## src/rtl/tap_pkg.sv

```systemverilog
package tap_pkg;

  typedef enum logic [3:0] {
    TAP_RESET  = 4'd0,
    TAP_IDLE   = 4'd1,
    TAP_SEL_DR = 4'd2,
    TAP_CAP_DR = 4'd3,
    TAP_SH_DR  = 4'd4,
    TAP_EX1_DR = 4'd5,
    TAP_PAU_DR = 4'd6,
    TAP_EX2_DR = 4'd7,
    TAP_UPD_DR = 4'd8,
    TAP_SEL_IR = 4'd9,
    TAP_CAP_IR = 4'd10,
    TAP_SH_IR  = 4'd11,
    TAP_EX1_IR = 4'd12,
    TAP_PAU_IR = 4'd13,
    TAP_EX2_IR = 4'd14,
    TAP_UPD_IR = 4'd15
  } tap_state_t;

  function automatic tap_state_t tap_next(input tap_state_t s, input logic m);
    case (s)
      TAP_RESET:  tap_next = m ? TAP_RESET  : TAP_IDLE;
      TAP_IDLE:   tap_next = m ? TAP_SEL_DR : TAP_IDLE;
      TAP_SEL_DR: tap_next = m ? TAP_SEL_IR : TAP_CAP_DR;
      TAP_CAP_DR: tap_next = m ? TAP_EX1_DR : TAP_SH_DR;
      TAP_SH_DR:  tap_next = m ? TAP_EX1_DR : TAP_SH_DR;
      TAP_EX1_DR: tap_next = m ? TAP_UPD_DR : TAP_PAU_DR;
      TAP_PAU_DR: tap_next = m ? TAP_EX2_DR : TAP_PAU_DR;
      TAP_EX2_DR: tap_next = m ? TAP_UPD_DR : TAP_SH_DR;
      TAP_UPD_DR: tap_next = m ? TAP_SEL_DR : TAP_IDLE;
      TAP_SEL_IR: tap_next = m ? TAP_RESET  : TAP_CAP_IR;
      TAP_CAP_IR: tap_next = m ? TAP_EX1_IR : TAP_SH_IR;
      TAP_SH_IR:  tap_next = m ? TAP_EX1_IR : TAP_SH_IR;
      TAP_EX1_IR: tap_next = m ? TAP_UPD_IR : TAP_PAU_IR;
      TAP_PAU_IR: tap_next = m ? TAP_EX2_IR : TAP_PAU_IR;
      TAP_EX2_IR: tap_next = m ? TAP_UPD_IR : TAP_SH_IR;
      TAP_UPD_IR: tap_next = m ? TAP_SEL_DR : TAP_IDLE;
      default:    tap_next = TAP_RESET;
    endcase
  endfunction

endpackage

```

## src/rtl/tap_fsm.sv

```systemverilog
module tap_fsm
  import tap_pkg::*;
(
  input  logic       tck,
  input  logic       rst,
  input  logic       tms,
  output tap_state_t st
);

  always_ff @(posedge tck) begin
    if (rst) st <= TAP_RESET;
    else     st <= tap_next(st, tms);
  end

endmodule

```

## src/rtl/tap_ir.sv

```systemverilog
module tap_ir
  import tap_pkg::*;
#(
  parameter int              IR_W     = 8,
  parameter logic [IR_W-1:0] CAP_PAT  = 8'b00111101,
  parameter logic [IR_W-1:0] RST_CODE = '1
) (
  input  logic            tck,
  input  logic            rst,
  input  logic            tdi,
  input  tap_state_t      st,
  output logic            sr_lsb,
  output logic [IR_W-1:0] ir_q
);

  logic [IR_W-1:0] sr;

  // shift stage works on the rising edge
  always_ff @(posedge tck) begin
    if (rst) begin
      sr <= CAP_PAT;
    end else if (st == TAP_CAP_IR) begin
      sr <= CAP_PAT;
    end else if (st == TAP_SH_IR) begin
      sr <= {tdi, sr[IR_W-1:1]};
    end
  end

  // instruction latch changes only on the falling edge
  always_ff @(negedge tck) begin
    if (rst || st == TAP_RESET) begin
      ir_q <= RST_CODE;
    end else if (st == TAP_UPD_IR) begin
      ir_q <= sr;
    end
  end

  assign sr_lsb = sr[0];

endmodule

```

## src/rtl/tap_decode.sv

```systemverilog
module tap_decode #(
  parameter int              IR_W     = 8,
  parameter logic [IR_W-1:0] OP_EXT   = 8'h00,
  parameter logic [IR_W-1:0] OP_SMP   = 8'h81,
  parameter logic [IR_W-1:0] OP_CLAMP = 8'h82,
  parameter logic [IR_W-1:0] OP_HIZ   = 8'h03
) (
  input  logic [IR_W-1:0] ir_q,
  output logic            bsr_sel,
  output logic            pins_drive,
  output logic            pins_hiz
);

  logic hit_ext, hit_smp, hit_clamp, hit_hiz;

  always_comb begin
    hit_ext    = (ir_q == OP_EXT);
    hit_smp    = (ir_q == OP_SMP);
    hit_clamp  = (ir_q == OP_CLAMP);
    hit_hiz    = (ir_q == OP_HIZ);
    bsr_sel    = hit_ext | hit_smp;
    pins_drive = hit_ext | hit_clamp;
    pins_hiz   = hit_hiz;
  end

endmodule

```

## src/rtl/tap_port.sv

```systemverilog
module tap_port
  import tap_pkg::*;
#(
  parameter int              IR_W     = 8,
  parameter logic [IR_W-1:0] CAP_PAT  = 8'b00111101,
  parameter logic [IR_W-1:0] OP_EXT   = 8'h00,
  parameter logic [IR_W-1:0] OP_SMP   = 8'h81,
  parameter logic [IR_W-1:0] OP_CLAMP = 8'h82,
  parameter logic [IR_W-1:0] OP_HIZ   = 8'h03
) (
  input  logic tck,
  input  logic rst,
  input  logic tms,
  input  logic tdi,
  input  logic bsr_so,
  output logic tdo,
  output logic tdo_en,
  output logic capture_dr,
  output logic shift_dr,
  output logic update_dr,
  output logic bsr_sel,
  output logic pins_drive,
  output logic pins_hiz
);

  localparam logic [IR_W-1:0] RST_CODE = {IR_W{1'b1}};

  tap_state_t      st;
  logic            ir_lsb;
  logic [IR_W-1:0] ir_q;
  logic            byp_q;

  tap_fsm u_fsm (.tck(tck), .rst(rst), .tms(tms), .st(st));

  tap_ir #(.IR_W(IR_W), .CAP_PAT(CAP_PAT), .RST_CODE(RST_CODE)) u_ir (
    .tck(tck), .rst(rst), .tdi(tdi), .st(st), .sr_lsb(ir_lsb), .ir_q(ir_q)
  );

  tap_decode #(.IR_W(IR_W), .OP_EXT(OP_EXT), .OP_SMP(OP_SMP),
               .OP_CLAMP(OP_CLAMP), .OP_HIZ(OP_HIZ)) u_dec (
    .ir_q(ir_q), .bsr_sel(bsr_sel), .pins_drive(pins_drive), .pins_hiz(pins_hiz)
  );

  // single bypass stage
  always_ff @(posedge tck) begin
    if (rst)                    byp_q <= 1'b0;
    else if (st == TAP_CAP_DR)  byp_q <= 1'b0;
    else if (st == TAP_SH_DR)   byp_q <= tdi;
  end

  // serial output retimed to the falling edge
  always_ff @(negedge tck) begin
    if (rst) begin
      tdo    <= 1'b0;
      tdo_en <= 1'b0;
    end else begin
      tdo_en <= (st == TAP_SH_IR) || (st == TAP_SH_DR);
      if (st == TAP_SH_IR)      tdo <= ir_lsb;
      else if (st == TAP_SH_DR) tdo <= bsr_sel ? bsr_so : byp_q;
      else                      tdo <= 1'b0;
    end
  end

  assign capture_dr = (st == TAP_CAP_DR);
  assign shift_dr   = (st == TAP_SH_DR);
  assign update_dr  = (st == TAP_UPD_DR);

endmodule

```

## config.mk

```make
export PLATFORM = sky130hd
export DESIGN_NAME = tap_port
export DESIGN_NICKNAME = d
export VERILOG_FILES = /design/src/rtl/tap_pkg.sv /design/src/rtl/tap_fsm.sv /design/src/rtl/tap_ir.sv /design/src/rtl/tap_decode.sv /design/src/rtl/tap_port.sv
export SDC_FILE = /design/constraint.sdc
export NUM_CORES = 1
export LEC_CHECK = 0
export BUFFER_PORTS_ARGS = -buffer_cell sky130_fd_sc_hd__buf_2
export CORE_MARGIN = 3
export CORE_UTILIZATION = 50
export DETAILED_ROUTE_END_ITERATION = 10
export PLACE_DENSITY = 0.73
export SLEW_MARGIN = 15
export SYNTH_ARGS = -nofsm -noshare
export SYNTH_HDL_FRONTEND = slang
export SYNTH_SLANG_ARGS = --single-unit
export TNS_END_PERCENT = 100
```

## constraint.sdc

```tcl
create_clock -name tck -period 2.4 [get_ports tck]
set_input_delay 0.48 -clock tck [delete_from_list [all_inputs] [get_ports tck]]
set_output_delay 0.48 -clock tck [all_outputs]
set_load 0.01 [all_outputs]
```

==> impl_metrics.env, run 1 <==
export IMPL_tns_ns=-2.83
export IMPL_avgRoutedWirePerCell_um=12.5
export IMPL_ctsHtreeMaxLevel=1
export IMPL_synth_area_um2=1070
export IMPL_drt_iter0_drc=20
export IMPL_antenna_cells=0
export IMPL_timing_rr_end="u_ir.ir_q[5]"
export IMPL_drv_cap=0
export IMPL_grt_pass1_vias=1052
export IMPL_cts_made_buffers=3
export IMPL_rsz0062_at_grt="yes"
export IMPL_hold_viol_final=0
export IMPL_status="finished with violations"
export IMPL_area_growth_pct=27.5
export IMPL_die_area_um2=2730
export IMPL_syn_inst=140
export IMPL_clkTransAtPathRegs_ns=0.13
export IMPL_route_vias_total=1078
export IMPL_setup_viol=5
export IMPL_min_path_cells=3
export IMPL_ir_drop_v=0.000329
export IMPL_pwr_density_cell_nw_per_um2=527
export IMPL_synth_cell_type_count=35
export IMPL_min_path_type="primary input to register"
export IMPL_synthesis_nets=145
export IMPL_syn_avg_cell_area_um2=7.63
export IMPL_p_leak_nw=0.704
export IMPL_place_congestion=0.814
export IMPL_grt_ovfl_total=0
export IMPL_preCtsSetupSlack_ns=-0.635
export IMPL_slew_viol_final=0
export IMPL_place_inst=186
export IMPL_drive_gt1_share_pct=25.9
export IMPL_final_setup_skew_ns=0.0722
export IMPL_post_dp_hpwl_mm=1.85
export IMPL_synth_seq_area_share_pct=43.1
export IMPL_drc=0
export IMPL_start_util_pct=53.4
export IMPL_critPathLaunchType="register"
export IMPL_final_common_cell="nand2_1"
export IMPL_hold_path_startpoint="tdi"
export IMPL_grt_antenna_before_repair=0
export IMPL_final_cells=201
export IMPL_grt_max_degree=15
export IMPL_critPathCaptureType="output pin"
export IMPL_clockBufferDepth=2
export IMPL_pin_count=13
export IMPL_slew_headroom_pct=72.3
export IMPL_num_fill_cells=170
export IMPL_cts_tree="done"
export IMPL_track_usage_pct=21.8
export IMPL_timing_rr_start="u_fsm.st[0]"
export IMPL_whs_endpoint="u_ir.sr[7]"
export IMPL_die_x_um=52.2
export IMPL_cts_sinks=23
export IMPL_cts_root_buf="clkbuf_4"
export IMPL_r2r_slack_ns=0.13
export IMPL_final_cell_mix="36 x nand2_1, 20 x dfxtp_1, 16 x buf_4"
export IMPL_setup_ws_ns=-1.02
export IMPL_core_area_um2=2000
export IMPL_first_pass_iters=4
export IMPL_via_per_inst=5.36
export IMPL_yosysWarningCount=0
export IMPL_crit_type="register to output pin"
export IMPL_nets=180
export IMPL_worstPathArrival_ns=2.94
export IMPL_antenna_left=0
export IMPL_dieHeight_um=52.2
export IMPL_grt_pass1_wl_mm=4.46
export IMPL_finalWirelength_mm=2.51
export IMPL_crit_fanout=2
export IMPL_worstPathRequired_ns=1.92
export IMPL_synth_seq_cells=23
export IMPL_io_buffers=12
export IMPL_worst_pin_slew_ns=0.413
export IMPL_rows=16
export IMPL_violations="negative setup slack"
export IMPL_clock_latency_ns=0.38
export IMPL_reg2reg_depth=5
## cell families (layout without fill, tap and decap cells)
logic type | after synthesis | after routing | synth area share [%]
mux | 2 | 2 | 1.87
xor+xnor | 2 | 2 | 1.64
simple gates | 79 | 79 | 34.4
compound gates | 22 | 22 | 13.0
flops | 23 | 23 | 43.1
buf+inv | 12 | 46 | 5.97
## worst max-delay path: stages (launching register included)
cell,delay (ns)
dfxtp_2,0.31
nor2_2,0.11
or4b_4,0.49
nor4bb_4,0.29
buf_2,0.17
## routing by layer
layer	global-route usage [%]	wire length, um	vias to the layer above
met5	0	0	-
met4	10.2	13	0
met3	4.27	113	2
met2	36.4	1230	25
met1	26.9	1150	503
li1	-	-	548
## Yosys cell counts
library cell / n / area, um^2
nand2_1: 36 / 135
dfxtp_1: 23 / 460
nand3_1: 13 / 65.1
nor2_1: 12 / 45.0
a21oi_1: 7 / 35.0
nor3_1: 5 / 25.0
o21ai_0: 4 / 20.0
a31oi_1: 3 / 18.8
buf_2: 3 / 15.0
inv_1: 3 / 11.3
nand2b_1: 3 / 18.8
buf_4: 2 / 15.0
clkbuf_1: 2 / 7.51
mux2i_1: 2 / 20.0
or4b_1: 2 / 20.0
a2111oi_1: 1 / 10.0
a211oi_1: 1 / 7.51
a221oi_1: 1 / 8.76
a311oi_1: 1 / 8.76
a31o_2: 1 / 8.76
and3_1: 1 / 6.26
buf_6: 1 / 11.3
inv_2: 1 / 3.75
nand3b_1: 1 / 7.51
nand4_1: 1 / 6.26
nor2b_1: 1 / 6.26
nor3_2: 1 / 10.0
nor4_1: 1 / 6.26
nor4bb_1: 1 / 10.0
o21ai_1: 1 / 5.00
o22ai_1: 1 / 6.26
o311a_1: 1 / 10.0
or2_1: 1 / 6.26
xnor2_1: 1 / 8.76
xor2_1: 1 / 8.76
## flip-flops by register name, indices dropped and copies added, names as in the netlist
| signal | cells |
|---|---|
| u_ir.ir_q | 8 |
| u_ir.sr | 8 |
| u_fsm.st | 4 |
| byp_q | 1 |
| tdo | 1 |
| tdo_en | 1 |
## layout make-up
cell class,count,area [um^2],area share [%]
Multi-Input combinational cell,105,597,43.8
Sequential cell,23,464,34.1
Timing Repair Buffer,29,191,14.0
Clock inverter,11,42.5,3.12
Tap cell,27,33.8,2.48
Clock buffer,3,22.5,1.65
Inverter,3,11.3,0.826
## where the power goes
| part | internal [W] | switching (W) |
|---|---|---|
| logic | 0.0000315 | 0.0000446 |
| clock network | 0.0000838 | 0.000162 |
| registers | 0.000388 | 0.00000805 |
## worst max path at each step
stage / endpoint / slack (ns) / startpoint / cells after the start
5_1_grt: pins_hiz / -1.13 / u_ir.ir_q[3] / 4
6_report: pins_hiz / -1.02 / u_ir.ir_q[3] / 4
3_3_place_gp: pins_hiz / -0.59 / u_ir.ir_q[3] / 4
4_1_cts: pins_hiz / -1.01 / u_ir.ir_q[4] / 4
3_5_place_dp: pins_hiz / -0.63 / u_ir.ir_q[3] / 4
2_1_floorplan: pins_hiz / -0.47 / u_ir.ir_q[3] / 3
## what timing repair did
action | in CTS | in global routing
setup buffers | 0 | 2
endpoints found under the setup margin | 5 | 13
pin swaps | 2 | 5
gates resized for setup | 3 | 5
hold buffers | 0 | 0
## per-stage QoR
stage / util, % / cell area, um^2 / hold WS (ns) / power, W
floorplan: - / 1100 / 0.441 / 0.000486
global placement: 62.6 / 1250 / 0.452 / 0.000501
detailed placement: 62.6 / 1250 / 0.462 / 0.000505
CTS: 66.2 / 1330 / 0.412 / 0.000722
global route: 68.1 / 1360 / 0.429 / 0.000773
finish: 68.1 / 1360 / 0.432 / 0.000718
(Power assumes the default switching activity.)
==> inputs of run 2 (changes only) <==
REMOVE_ABC_BUFFERS = 1   (was not set)
SLEW_MARGIN = not set   (was 15)
clock period = 3.57 ns   (was 2.4 ns; I/O delays follow)
==> run 2 against run 1 <==
Against the previous run:
- the flow still finishes with violations (negative setup slack)
- largest cell class unchanged
- clock power shrank 35%
- design area shrank 6.9%
- global-route usage shrank 1.8 points
==> impl_metrics.env, run 2 (same netlist as run 1, synthesis figures left out) <==
export IMPL_post_dp_hpwl_mm=1.63
export IMPL_io_buffers=12
export IMPL_final_common_cell="nand2_1"
export IMPL_grt_ovfl_total=0
export IMPL_area_growth_pct=18.7
export IMPL_pwr_density_cell_nw_per_um2=372
export IMPL_slew_headroom_pct=61.7
export IMPL_worstPathArrival_ns=3.50
export IMPL_slew_viol_final=0
export IMPL_final_setup_skew_ns=0.0634
export IMPL_hold_viol_final=0
export IMPL_grt_pass1_wl_mm=4.15
export IMPL_hold_buffers=0
export IMPL_die_area_um2=2730
export IMPL_track_usage_pct=20.0
export IMPL_core_area_um2=2000
export IMPL_setup_viol=3
export IMPL_max_stage_delay_ns=0.46
export IMPL_critPathCaptureType="output pin"
export IMPL_swShare_pct=29.0
export IMPL_dieHeight_um=52.2
export IMPL_place_congestion=0.817
export IMPL_place_inst=178
export IMPL_finalInstanceArea_um2=1270
export IMPL_top_regs="u_ir.ir_q (8), u_ir.sr (8), u_fsm.st (4)"
export IMPL_setup_ws_ns=-0.649
export IMPL_grt_met3_usage_pct=4.27
export IMPL_start_util_pct=53.4
export IMPL_clockBufferDepth=2
export IMPL_crit_type="register to output pin"
export IMPL_grt_max_degree=20
export IMPL_cts_sinks=23
export IMPL_route_vias_total=1038
export IMPL_rsz0062_at_grt="yes"
export IMPL_crit_chain="nor2_4 > or4b_4 > nor4bb_1 > buf_2"
export IMPL_violations="negative setup slack"
export IMPL_antenna_cells=0
export IMPL_critPathLaunchType="register"
export IMPL_final_cell_mix="36 x nand2_1, 21 x dfxtp_1, 13 x nand3_1"
export IMPL_crit_slowest_cell="or4b_4"
export IMPL_comb_power_share_pct=8.8
export IMPL_preCtsSetupSlack_ns=-0.305
export IMPL_die_x_um=52.2
export IMPL_use_met2_pct=36.6
export IMPL_grt_busiest_layer="met2"
export IMPL_ctsHtreeMaxLevel=1
export IMPL_via_per_inst=5.41
export IMPL_p_leak_nw=0.593
export IMPL_cts_tree="done"
export IMPL_nets=171
export IMPL_netSwitchingPower_w=0.000137
export IMPL_finalWirelength_mm=2.33
export IMPL_total_power_w=0.000471
export IMPL_drv_cap=0
export IMPL_cts_made_buffers=3
export IMPL_drc=0
export IMPL_rows=16
export IMPL_first_pass_iters=4
export IMPL_r2r_slack_ns=0.28
export IMPL_worstPathRequired_ns=2.86
export IMPL_grt_pass1_vias=975
export IMPL_status="finished with violations"
export IMPL_final_cells=192
export IMPL_post_dp_cell_area_um2=1170
export IMPL_pin_count=13
export IMPL_drt_iter0_drc=35
export IMPL_seqPwrFrac_pct=57.2
export IMPL_min_path_type="register to register"
export IMPL_antenna_left=0
export IMPL_tns_ns=-1.59
export IMPL_power_share_clock_pct=34.0
export IMPL_drive_gt1_share_pct=20.0
export IMPL_p_int_w=0.000335
export IMPL_clock_latency_ns=0.37
export IMPL_ir_drop_v=0.000204
export IMPL_avgRoutedWirePerCell_um=12.2
export IMPL_clkTransAtPathRegs_ns=0.13
export IMPL_grt_use_met1_pct=24.5
export IMPL_crit_fanout=2
export IMPL_grt_antenna_before_repair=0
export IMPL_cts_root_buf="clkbuf_4"
export IMPL_worst_pin_slew_ns=0.573
-- run 2: worst max-delay path: cells and delay by family (launching register included) --
kind	cells	cell delay, ns
and+or+nand+nor	3	0.84
DFF	1	0.33
buffers and inverters	1	0.18
-- run 2: through the flow --
step,util [%],hold slack [ns]
floorplan,-,0.441
global placement,58.3,0.454
detailed placement,58.3,0.463
CTS,62.3,0.479
global route,63.4,0.516
finish,63.4,0.485
-- run 2: power by group through the flow --
stage	sequential [W]	clock [W]	combinational, W
final	0.000270	0.000160	0.0000413
after global routing	0.000271	0.000187	0.0000461
after CTS	0.000270	0.000164	0.0000407
after detailed placement	0.000275	0.0000190	0.0000406
after global placement	0.000274	0.0000190	0.0000393
after floorplan	0.000275	0.0000190	0.0000248
-- run 2: worst paths after layout --
check | from | to | cells past startpoint
max | u_ir.ir_q[3] | pins_hiz | 4
min | u_ir.sr[2] | u_ir.sr[1] | 2
min reg2reg | u_ir.sr[2] | u_ir.sr[1] | 2
max reg2reg | u_fsm.st[3] | u_ir.ir_q[5] | 3
-- run 2: area by class of cell --
class                           count  area, um^2
Inverter                            3        11.3
Timing Repair Buffer               20         120
Multi-Input combinational cell    105         576
Clock buffer                        3        22.5
Sequential cell                    23         463
Fill cell                         189         733
Clock inverter                     11        42.5
Tap cell                           27        33.8
-- run 2: repair_timing --
item,4_1_cts,5_1_grt
buffers inserted,1,0
cloned,0,0
gates resized for setup,4,4
pin swaps,2,3
setup endpoints to repair,3,3
-- run 2: per-layer routing --
layer | up-vias | share of wire (%)
li1 | 530 | -
met1 | 489 | 43
met2 | 16 | 52
met3 | 3 | 3.5
met4 | 0 | 0.81
met5 | - | 0
==> inputs of run 3 (changes only) <==
CTS_BUF_LIST = sky130_fd_sc_hd__clkbuf_8   (was not set)
==> run 3 against run 2 <==
Against the previous run:
- the run still ends with negative setup slack left
- die area is the same
- clock skew grew 0.0061 ns
- core utilization is 0.94 points higher
- combinational power is essentially flat
- routed wire length shrank 0.39%
- flip-flop and latch count unchanged
- worst setup slack better by 0.047 ns
- global-route usage grew 0.18 points
- sequential share of layout area decreased by 0.53 points
- critical endpoint unchanged
- largest cell class unchanged
==> impl_metrics.env, run 3 (same netlist as run 1, synthesis figures left out) <==
export IMPL_status="finished with violations"
export IMPL_violations="negative setup slack"
export IMPL_final_cells=192
export IMPL_worstPathArrival_ns=3.46
export IMPL_grt_pass1_wl_mm=4.17
export IMPL_preCtsSetupSlack_ns=-0.305
export IMPL_crit_fanout=2
export IMPL_crit_buf_inv=1
export IMPL_p_leak_nw=0.601
export IMPL_cts_root_buf="clkbuf_8"
export IMPL_slew_headroom_pct=61.0
export IMPL_final_common_cell="nand2_1"
export IMPL_netSwitchingPower_w=0.000142
export IMPL_grt_pass1_vias=992
export IMPL_critPathLaunchType="register"
export IMPL_first_pass_iters=4
export IMPL_critPathCaptureType="output pin"
export IMPL_drt_iter0_drc=25
export IMPL_die_x_um=52.2
export IMPL_drc=0
export IMPL_cts_sinks=23
export IMPL_clock_latency_ns=0.33
export IMPL_grt_antenna_before_repair=0
export IMPL_cts_made_buffers=3
export IMPL_setup_viol=3
export IMPL_pin_count=13
export IMPL_track_usage_pct=20.2
export IMPL_place_inst=178
export IMPL_final_setup_skew_ns=0.0695
export IMPL_grt_ovfl_total=0
export IMPL_final_cell_mix="36 x nand2_1, 21 x dfxtp_1, 13 x nand3_1"
export IMPL_setup_ws_ns=-0.601
export IMPL_crit_chain="nor2_4 > or4b_4 > nor4bb_1 > buf_2"
export IMPL_swShare_pct=27.6
export IMPL_worstPathRequired_ns=2.86
export IMPL_nets=171
export IMPL_clockBufferDepth=2
export IMPL_worst_pin_slew_ns=0.584
export IMPL_avgRoutedWirePerCell_um=12.1
export IMPL_clkTransAtPathRegs_ns=0.08
export IMPL_io_buffers=12
export IMPL_finalWirelength_mm=2.33
export IMPL_finalInstanceArea_um2=1290
export IMPL_route_vias_total=1026
export IMPL_via_per_inst=5.34
export IMPL_ctsHtreeMaxLevel=1
export IMPL_cts_tree="done"
export IMPL_power_share_clock_pct=39.3
export IMPL_total_power_w=0.000513
export IMPL_start_util_pct=53.4
export IMPL_area_growth_pct=20.5
export IMPL_core_area_um2=2000
export IMPL_pwr_density_cell_nw_per_um2=398
export IMPL_post_dp_cell_area_um2=1170
export IMPL_crit_type="register to output pin"
export IMPL_antenna_left=0
export IMPL_antenna_cells=0
export IMPL_place_congestion=0.817
export IMPL_max_stage_delay_ns=0.46
export IMPL_grt_max_degree=20
export IMPL_slew_viol_final=0
export IMPL_comb_power_share_pct=8.0
export IMPL_crit_slowest_cell="or4b_4"
export IMPL_hold_viol_final=0
export IMPL_top_regs="u_ir.ir_q (8), u_ir.sr (8), u_fsm.st (4)"
export IMPL_post_dp_hpwl_mm=1.63
export IMPL_cp_top_family="simple AND/OR/NAND/NOR gates"
export IMPL_seqPwrFrac_pct=52.6
export IMPL_tns_ns=-1.46
export IMPL_p_int_w=0.000371
export IMPL_rsz0062_at_grt="yes"
export IMPL_dieHeight_um=52.2
export IMPL_min_path_type="register to register"
export IMPL_ir_drop_v=0.000230
export IMPL_rows=16
export IMPL_drv_cap=0
export IMPL_die_area_um2=2730
export IMPL_drive_gt1_share_pct=20.0
run 3: worst paths after layout:
check / from / depth (start not counted) / end / slack, ns
min reg2reg: u_ir.sr[2] / 2 / u_ir.sr[1] / 0.48
min: u_ir.sr[2] / 2 / u_ir.sr[1] / 0.48
max: u_ir.ir_q[3] / 4 / pins_hiz / -0.60
max reg2reg: u_fsm.st[3] / 3 / u_ir.ir_q[4] / 0.33
run 3: repair_timing:
action,4_1_cts,5_1_grt
pin swaps,2,3
endpoints found under the setup margin,3,3
buffers inserted,1,0
gates resized for setup,4,4
hold buffers,0,0
run 3: worst min-delay path, cell delays in order, from the launching register on:
cell	delay, ns
dfxtp_1	0.33
nand2_1	0.06
a21oi_1	0.05
run 3: routing by layer:
layer,routed length [um],vias to the layer above,global-route usage [%],share of wire [%]
met3,96,4,3.70,4.1
met5,0,-,0,0
met4,27,0,6.81,1.2
met1,1040,470,23.5,45
li1,-,530,-,-
met2,1160,22,36.8,50
run 3: stage by stage:
| stage | hold WS, ns | util [%] |
|---|---|---|
| after floorplan | 0.441 | - |
| after global placement | 0.454 | 58.3 |
| after detailed placement | 0.463 | 58.3 |
| after CTS | 0.483 | 63.2 |
| after global routing | 0.510 | 64.3 |
| final | 0.479 | 64.3 |
run 3: final cells by class:
type                            count  area, um^2
Multi-Input combinational cell    105         576
Inverter                            3        11.3
Sequential cell                    23         463
Clock buffer                        3        41.3
Fill cell                         186         714
Tap cell                           27        33.8
Clock inverter                     11        42.5
Timing Repair Buffer               20         120
run 3: power groups by stage:
stage | Combinational [W] | Sequential (W) | Clock [W]
2_1_floorplan | 0.0000248 | 0.000275 | 0.0000190
3_3_place_gp | 0.0000393 | 0.000274 | 0.0000190
3_5_place_dp | 0.0000406 | 0.000275 | 0.0000190
4_1_cts | 0.0000408 | 0.000270 | 0.000204
5_1_grt | 0.0000463 | 0.000271 | 0.000227
6_report | 0.0000412 | 0.000270 | 0.000202
